[config.mk]
export PLATFORM = sky130hd
export DESIGN_NAME = nano_core
export DESIGN_NICKNAME = d
export VERILOG_FILES = /design/src/rtl/nano_pkg.sv /design/src/rtl/nano_ctrl.sv /design/src/rtl/nano_dpath.sv /design/src/rtl/nano_core.sv
export SDC_FILE = /design/constraint.sdc
export NUM_CORES = 1
export LEC_CHECK = 0
export BUFFER_PORTS_ARGS = -buffer_cell sky130_fd_sc_hd__clkbuf_2
export CELL_PAD_IN_SITES_DETAIL_PLACEMENT = 1
export CELL_PAD_IN_SITES_GLOBAL_PLACEMENT = 2
export CORE_UTILIZATION = 37
export DETAILED_ROUTE_END_ITERATION = 7
export MAX_ROUTING_LAYER = met4
export PLACE_DENSITY_LB_ADDON = 0.2
export SLEW_MARGIN = 10
export SYNTH_ARGS = -nofsm -noshare
export SYNTH_HDL_FRONTEND = slang
export SYNTH_HIERARCHICAL = 1
export SYNTH_SLANG_ARGS = --single-unit
[constraint.sdc]
create_clock -name clk -period 5 [get_ports clk]
set_input_delay 1 -clock clk [delete_from_list [all_inputs] [get_ports clk]]
set_output_delay 1 -clock clk [all_outputs]
set_load 0.02 [all_outputs]
[src/rtl/nano_pkg.sv]
package nano_pkg;
  localparam int OPC_W    = 3;
  localparam int RSEL_W   = 2;
  localparam int ADDR_W   = 4;
  localparam int WORD_W   = OPC_W + RSEL_W + ADDR_W;
  localparam int NUM_REGS = 2 ** RSEL_W;
  localparam int DEPTH    = 2 ** ADDR_W;

  localparam logic [ADDR_W-1:0] IN_ADDR  = ADDR_W'(DEPTH - 2);
  localparam logic [ADDR_W-1:0] OUT_ADDR = ADDR_W'(DEPTH - 1);

  typedef enum logic [OPC_W-1:0] {
    OP_SUB   = 3'd0,
    OP_ADD   = 3'd1,
    OP_LOAD  = 3'd2,
    OP_STORE = 3'd3,
    OP_READ  = 3'd4,
    OP_WRITE = 3'd5,
    OP_GOTO  = 3'd6,
    OP_BRIF  = 3'd7
  } opcode_e;

  typedef enum logic [1:0] {
    PH_FETCH  = 2'd0,
    PH_DECODE = 2'd1,
    PH_EXEC   = 2'd2,
    PH_HALT   = 2'd3
  } phase_e;

  typedef struct packed {
    logic irLoad;
    logic opLatch;
    logic regWe;
    logic wbFromBus;
    logic aluSub;
    logic memWe;
    logic pcInc;
    logic pcJump;
  } strobe_t;
endpackage

[src/rtl/nano_ctrl.sv]
module nano_ctrl
  import nano_pkg::*;
(
  input  logic    clk,
  input  logic    rst,
  input  opcode_e opcode,
  input  logic    branchTaken,
  input  logic    pcAtPorts,
  output strobe_t st,
  output logic    halt
);
  phase_e phase, phaseNext;

  always_ff @(posedge clk) begin
    if (rst) phase <= PH_FETCH;
    else     phase <= phaseNext;
  end

  always_comb begin
    st        = '0;
    phaseNext = phase;
    unique case (phase)
      PH_FETCH: begin
        if (pcAtPorts) begin
          phaseNext = PH_HALT;
        end else begin
          st.irLoad = 1'b1;
          phaseNext = PH_DECODE;
        end
      end
      PH_DECODE: begin
        st.opLatch = 1'b1;
        phaseNext  = PH_EXEC;
      end
      PH_EXEC: begin
        phaseNext = PH_FETCH;
        unique case (opcode)
          OP_SUB: begin
            st.regWe  = 1'b1;
            st.aluSub = 1'b1;
            st.pcInc  = 1'b1;
          end
          OP_ADD: begin
            st.regWe = 1'b1;
            st.pcInc = 1'b1;
          end
          OP_LOAD, OP_READ: begin
            st.regWe     = 1'b1;
            st.wbFromBus = 1'b1;
            st.pcInc     = 1'b1;
          end
          OP_STORE, OP_WRITE: begin
            st.memWe = 1'b1;
            st.pcInc = 1'b1;
          end
          OP_GOTO: st.pcJump = 1'b1;
          OP_BRIF: begin
            if (branchTaken) st.pcJump = 1'b1;
            else             st.pcInc  = 1'b1;
          end
          default: st.pcInc = 1'b1;
        endcase
      end
      default: phaseNext = PH_HALT;
    endcase
  end

  assign halt = (phase == PH_HALT);

  // execute is always followed by a new fetch
  p_exec_then_fetch_r3: assert property (@(posedge clk) disable iff (rst)
    (phase == PH_EXEC) |=> (phase == PH_FETCH));

  // once halted, stay halted until reset
  p_halt_sticky_r11: assert property (@(posedge clk) disable iff (rst)
    halt |=> halt);

  // the PC never gets two update sources at once
  p_single_pc_source_r9: assert property (@(posedge clk) disable iff (rst)
    $onehot0({st.pcInc, st.pcJump}));

  // register writeback and memory write never coincide
  p_wb_or_store_r8: assert property (@(posedge clk) disable iff (rst)
    $onehot0({st.regWe, st.memWe}));
endmodule

[src/rtl/nano_dpath.sv]
module nano_dpath
  import nano_pkg::*;
(
  input  logic                clk,
  input  logic                rst,
  input  strobe_t             st,
  input  logic                progWe,
  input  logic [ADDR_W-1:0]   progAddr,
  input  logic [WORD_W-1:0]   progData,
  input  logic [WORD_W-1:0]   inPort,
  output logic [WORD_W-1:0]   outPort,
  output opcode_e             opcode,
  output logic                branchTaken,
  output logic                pcAtPorts
);
  localparam int DST_LSB = WORD_W - OPC_W - RSEL_W;
  localparam int SRC_LSB = DST_LSB - RSEL_W;

  logic [ADDR_W-1:0]                pc;
  logic [WORD_W-1:0]                ir;
  logic [NUM_REGS-1:0][WORD_W-1:0]  rf;
  logic [WORD_W-1:0]                opA, opB;
  logic [WORD_W-1:0]                outReg;
  logic [WORD_W-1:0]                mem [DEPTH];

  logic [RSEL_W-1:0] dstSel, srcSel;
  logic [ADDR_W-1:0] addrField;
  logic [WORD_W-1:0] busRead, aluOut, wbData;
  logic [NUM_REGS-1:0] regSel;

  assign dstSel    = ir[DST_LSB +: RSEL_W];
  assign srcSel    = ir[SRC_LSB +: RSEL_W];
  assign addrField = ir[ADDR_W-1:0];
  assign opcode    = opcode_e'(ir[WORD_W-1 -: OPC_W]);

  // program counter
  always_ff @(posedge clk) begin
    if (rst)            pc <= '0;
    else if (st.pcJump) pc <= addrField;
    else if (st.pcInc)  pc <= pc + 1'b1;
  end
  assign pcAtPorts = (pc >= IN_ADDR);

  // instruction register
  always_ff @(posedge clk) begin
    if (rst)            ir <= '0;
    else if (st.irLoad) ir <= mem[pc];
  end

  // operand latches
  always_ff @(posedge clk) begin
    if (rst) begin
      opA <= '0;
      opB <= '0;
    end else if (st.opLatch) begin
      opA <= rf[dstSel];
      opB <= rf[srcSel];
    end
  end
  assign branchTaken = (opA != '0);

  // memory-mapped read path
  always_comb begin
    if (addrField == IN_ADDR)       busRead = inPort;
    else if (addrField == OUT_ADDR) busRead = outReg;
    else                            busRead = mem[addrField];
  end

  assign aluOut = st.aluSub ? (opA - opB) : (opA + opB);
  assign wbData = st.wbFromBus ? busRead : aluOut;

  // register file with per-register write select
  for (genvar g = 0; g < NUM_REGS; g++) begin : g_regsel
    assign regSel[g] = st.regWe && (dstSel == RSEL_W'(g));
  end

  always_ff @(posedge clk) begin
    if (rst) begin
      rf <= '0;
    end else begin
      for (int k = 0; k < NUM_REGS; k++) begin
        if (regSel[k]) rf[k] <= wbData;
      end
    end
  end

  // storage: loaded only in reset, written by stores below the port region
  always_ff @(posedge clk) begin
    if (rst) begin
      if (progWe && (progAddr < IN_ADDR)) mem[progAddr] <= progData;
    end else if (st.memWe && (addrField < IN_ADDR)) begin
      mem[addrField] <= opA;
    end
  end

  // output port
  always_ff @(posedge clk) begin
    if (rst)                                      outReg <= '0;
    else if (st.memWe && (addrField == OUT_ADDR)) outReg <= opA;
  end
  assign outPort = outReg;

  // output bus changes only on a store cycle
  p_out_hold_r8: assert property (@(posedge clk) disable iff (rst)
    (!rst && !st.memWe) |=> $stable(outReg));

  // registers change only on a writeback cycle
  p_regs_hold_r4: assert property (@(posedge clk) disable iff (rst)
    (!rst && !st.regWe) |=> $stable(rf));

  // PC moves only when the sequencer asks
  p_pc_hold_r3: assert property (@(posedge clk) disable iff (rst)
    (!rst && !st.pcInc && !st.pcJump) |=> $stable(pc));

  // no instruction is ever fetched from the port region
  p_fetch_in_storage_r11: assert property (@(posedge clk) disable iff (rst)
    st.irLoad |-> (pc < IN_ADDR));
endmodule

[src/rtl/nano_core.sv]
module nano_core
  import nano_pkg::*;
(
  input  logic              clk,
  input  logic              rst,
  input  logic              progWe,
  input  logic [3:0]        progAddr,
  input  logic [8:0]        progData,
  input  logic [8:0]        inPort,
  output logic [8:0]        outPort,
  output logic              halt
);
  strobe_t st;
  opcode_e opcode;
  logic    branchTaken;
  logic    pcAtPorts;

  nano_ctrl u_ctrl (
    .clk        (clk),
    .rst        (rst),
    .opcode     (opcode),
    .branchTaken(branchTaken),
    .pcAtPorts  (pcAtPorts),
    .st         (st),
    .halt       (halt)
  );

  nano_dpath u_dpath (
    .clk        (clk),
    .rst        (rst),
    .st         (st),
    .progWe     (progWe),
    .progAddr   (progAddr),
    .progData   (progData),
    .inPort     (inPort),
    .outPort    (outPort),
    .opcode     (opcode),
    .branchTaken(branchTaken),
    .pcAtPorts  (pcAtPorts)
  );
endmodule

After elaboration in Yosys (flattened, before gate mapping). Memory sizes are Yosys's and may differ from the RTL's. A register that Yosys moved wholly into a read port is not among the register bits. Cells that the tools add are included.

Register bits: 69. Memory bits (writable): 144. Bits of input ports: 25. Word-level logic and storage cells: 83. Memories: 1.

$add $sub $neg: 3. $lt $le $gt $ge: 5. Equal/unequal tests: 15. Mux-type cells: 33. Reductions and logical operators: 17.

Memory list: u_dpath.mem (words 16, bits a word 9, rd ports 2, clocked after memory_dff 1, wr ports 1, line nano_dpath.sv:24) `logic [WORD_W-1:0] mem [DEPTH];`.

Operator list (count): $mux W9 (7); $bmux W9 S2 (2); $mux W1 (16); $eq A3 B3 Y1 const B (4); $mux W4 (3); $add A9 B9 Y9 (1); $reduce_bool A9 Y1 (1); $reduce_or A9 Y1 (1); $sub A9 B9 Y9 (1); $eq A2 B2 Y1 const B (4); $eq A4 B4 Y1 const B (2); $lt A4 B4 Y1 const B (2); $logic_and A1 B1 Y1 (7); $eq A3 B2 Y1 const B (2); $lt A2 B3 Y1 const B (2); $mux W6 (1); $pmux W2 S3 (1); $reduce_or A6 Y1 (1); $add A4 B1 Y4 const B (1); $eq A2 B1 Y1 const B (2); $ge A4 B4 Y1 const B (1); $logic_not A2 Y1 (2); $pmux W1 S2 (2); $reduce_or A2 Y1 (2); 5 further kinds (5).

Longest topological paths before layout.
Depth after elaboration: 10. Depth in mapped cells: 13.

Hierarchy. The synthesis kept the hierarchy.

Modules (own cells, without submodules): nano_dpath (times used 1, cells an instance 764, area an instance 10792.9 µm², sequential area each 5845.6 µm²); nano_ctrl (times used 1, cells an instance 23, area an instance 192.7 µm², sequential area each 40.0 µm²).

Least setup slack after synthesis. Ideal clock, no wire load.

Kind: register to register. From: reg u_ctrl.phase[0]. To: reg u_dpath/rf[15] (netlist bit). Arrival: 2.729 ns. Setup slack: 2.179 ns. Cell stages (with the launch flop): 13. Period minus slack after synthesis: 2.821 ns. Path through: dfxtp_1 > inv_1 > ha_1 > nand2b_1 > nor3_1 > clkbuf_1 > mux2i_1 > fa_1 > a211oi_1 > o21ai_0 > a21oi_1 > mux2_2 > o32ai_1.

RTL lines: start: declaration (line nano_ctrl.sv:12) `phase_e phase, phaseNext;`; start signal: assignment (line nano_ctrl.sv:16) `else phase <= phaseNext;`; end signal: indexed assignment (line nano_dpath.sv:82) `if (regSel[k]) rf[k] <= wbData;`; end: declaration (line nano_dpath.sv:21) `logic [NUM_REGS-1:0][WORD_W-1:0] rf;`.

==> reports/results.tsv <==
stage	metric	value	unit
run_status	outcome	complete, no violations	
cts	cts_buffer_depth	3	
detailed_routing	drtIter0Drc	715	
logic_synthesis	yosys_warnings	6	
die	core_region_area	28900	µm²
detailed_routing	final_antenna_net_count	0	
cts	htreeDepth	1	
timing	rsz0062_at_grt	false	
setup_path	slowest_delay	0.77	ns
detailed_routing	vias	7290	
worst_hold_path	hold_class	reg2reg	
die	fp.dieW	174	µm
detailed_routing	drcViolationCount	0	
power	ir_drop	0.296	mV
logic_synthesis	synth.cell_area	11000	µm²
logic_synthesis	async_flop_share	0	%
setup_path	crit_buf_inv	1	
logic_synthesis	syn_area_per_cell	14.0	µm²
logic_synthesis	synth_edf_count	144	
cts	cts_sinks	222	
placed_design	hpwl	23.6	mm
timing	finClkSkew	0.0128	ns
final_layout	final_area	12500	µm²
placed_design	gp_congestion	0.871	
logic_synthesis	synth_seq_cells	222	
setup_path	crit_path_end_kind	flop	
setup_path	cp_top_family	compound AO/OA/AOI/OAI gates	
placed_design	port_buffers	34	
global_route	grt.total_usage	23.5	%
final_layout	area.growth.synth_to_final	14.0	%
setup_path	crit_fanout	8	
power	p_leak	4.21	nW
cts	cts_hold_buf	0	
timing	setup-tns-final	0	ns
setup_path	crit_type	reg2reg	
timing	drv_slew	0	
detailed_routing	wl	33.9	mm
die	die_h	174	µm
setup_path	crit_slowest_cell	nor3_1	
logic_synthesis	yosysTopAreaCell	edfxtp_1	
global_route	grt_pass1_vias	7712	
cts	cts_setup_buffers	0	
die	io_pins	35	
timing	finalSetupViolCount	0	
logic_synthesis	yosysSeqAreaShare	53.6	%
timing	maxSlewHeadroom	14.9	%
timing	min_period	3.88	ns
timing	worst_slew_pin_slew	1.27	ns
timing	finalHoldViolCount	0	
cts	cts_buffers	26	
logic_synthesis	synthTopCellsByArea	edfxtp_1 39%, mux4_2 17%, dfxtp_1 14%, mux2i_1 4.6%, nor2_1 2.8%	
setup_path	critPathArrivalTime	4.28	ns
timing	final.period_utilization	77.5	%
cts	post_cts_resized	0	
detailed_routing	via_per_inst	5.87	
logic_synthesis	yosysTopAreaCellShare	39.4	%
final_layout	nets	880	
cts	path_clk_slew	0.06	ns
detailed_routing	drtPass1Iterations	4	
die	die_area	30400	µm²
logic_synthesis	synthFlopType	edfxtp_1	
cts	clk_latency	0.55	ns
die	rows	62	
setup_path	start_kind	flop	
final_layout	drive_gt1_share	25.4	%
flow_run	maxCapViolCount	0	
setup_path	crit_required	5.40	ns
die	start_util	38.0	%
setup_path	path_cells	inv_1, ha_1, nand2b_1, nor3_1, mux2i_1, fa_1, a211oi_1, o21ai_0, a211o_1, mux2i_1, o31ai_1	
cts	cts_tree	yes	
detailed_routing	wl_per_cell	27.3	µm
logic_synthesis	synth_cell_type_count	70	
global_route	antenna_found_initial	2	
power	pwr_density_cell	387	nW/µm²
global_route	grt_max_degree	42	
setup_path	crit_top_cell	mux2i_1	
cts	root_buffer	clkbuf_16	
global_route	overflow	0	
global_route	grt_pass1_wl	51.1	mm
logic_synthesis	synth_cells	787	
timing	fmax	0.258	GHz
final_layout	antenna_cells	0	
placed_design	dpl_cell_area	11600	µm²
## through the flow
stage	power, mW	hold slack, ns	utilization (%)	setup WS, ns	cells
2_1_floorplan	2.69	0.443	-	2.18	804
6_report	4.85	0.478	43.3	1.12	1242
3_3_place_gp	2.92	0.459	40.2	1.26	1195
3_5_place_dp	2.94	0.469	40.2	1.17	1195
5_1_grt	5.03	0.509	43.3	0.780	1242
4_1_cts	4.89	0.480	43.3	1.15	1242
## cells in the final DEF, fill, tap and decap left out, types with 8 or more instances in the layout
cell type	instances
nand2_1	30
mux4_1	8
buf_4	29
a211oi_1	8
conb_1	18
xnor2_1	12
o31ai_1	8
clkbuf_2	34
o21ai_0	25
nor3_1	12
mux2_2	20
mux2i_1	51
a21oi_1	23
ha_1	15
inv_1	15
nor2_1	82
o21ai_1	8
nand3_1	26
mux4_2	81
dfxtp_1	75
clkbuf_16	26
edfxtp_1	144
## state kept, by name (all words and copies together), names as in the netlist
name             flops
u_ctrl/phase         2
u_dpath/ir           9
u_dpath/mem        144
u_dpath/opA          9
u_dpath/opB          9
u_dpath/outPort      9
u_dpath/pc           4
u_dpath/rf          36
## cells by family (layout without fill, tap and decap cells)
kind of cell | Yosys count | count (layout) | synth area share, %
flops | 222 | 222 | 53.6
simple gates | 184 | 184 | 7.71
mux | 161 | 161 | 25.3
compound gates | 117 | 117 | 7.27
buf+inv | 72 | 126 | 3.06
fa+ha+maj | 17 | 17 | 1.99
xor+xnor | 13 | 13 | 1.04
other cells | 1 | 18 | 0.0341
## area by class of cell
cell class,instances,area [µm²]
repair buffers,63,388
fillers,2921,16400
well taps,384,480
flip-flops and latches,222,5890
inverters,16,60.1
clock buffers,31,699
clock inverters,16,184
multi-input cells,510,4830
## metal layers
metal | up-vias | share of wire, % | global-route usage (%) | wire length [µm]
met3 | 46 | 5.4 | 2.84 | 1840
met1 | 3837 | 42 | 30.6 | 14300
met2 | 231 | 50 | 39.3 | 17000
li1 | 3176 | - | - | -
met4 | 0 | 1.9 | 4.97 | 658
met5 | - | 0 | - | 0
## cell usage after synthesis, types with 5 or more instances
cell type and count:
edfxtp_1 144, nor2_1 82, mux4_2 81, dfxtp_1 78, mux2i_1 51, nand2_1 30, clkbuf_1 27, nand3_1 26
o21ai_0 25, a21oi_1 23, mux2_2 20, ha_1 15, inv_1 15, buf_2 13, nor3_1 12, xnor2_1 12
a211oi_1 8, buf_1 8, mux4_1 8, o21ai_1 8, o31ai_1 8, nand2b_1 6, a31oi_1 5, buf_4 5
nor2b_1 5
## power by group
group | switching [mW] | internal [mW] | total, mW
clock network | 0.801 | 1.16 | 1.96
registers | 0.0848 | 2.00 | 2.08
logic | 0.451 | 0.360 | 0.811
total | 1.34 | 3.51 | 4.85
## worst register-to-register path, cell delays in order, from the launching register on
cell and delay, ns:
dfxtp_1 0.33, inv_1 0.09, ha_1 0.24, nand2b_1 0.09
nor3_1 0.77, mux2i_1 0.27, fa_1 0.47, a211oi_1 0.45
o21ai_0 0.18, a211o_1 0.32, mux2i_1 0.40, o31ai_1 0.14
## final timing paths
check	slack (ns)	to	startpoint	depth (start not counted)
worst min register to register	0.48	u_dpath/rf[18]	u_dpath/rf[18]	2
worst max register to register	1.12	u_dpath/rf[35]	u_ctrl/phase[0]	11
worst min-delay path	0.48	u_dpath/rf[18]	u_dpath/rf[18]	2
worst max-delay path	1.12	u_dpath/rf[35]	u_ctrl/phase[0]	11
No activity file was read; power rests on OpenSTA's default activity.
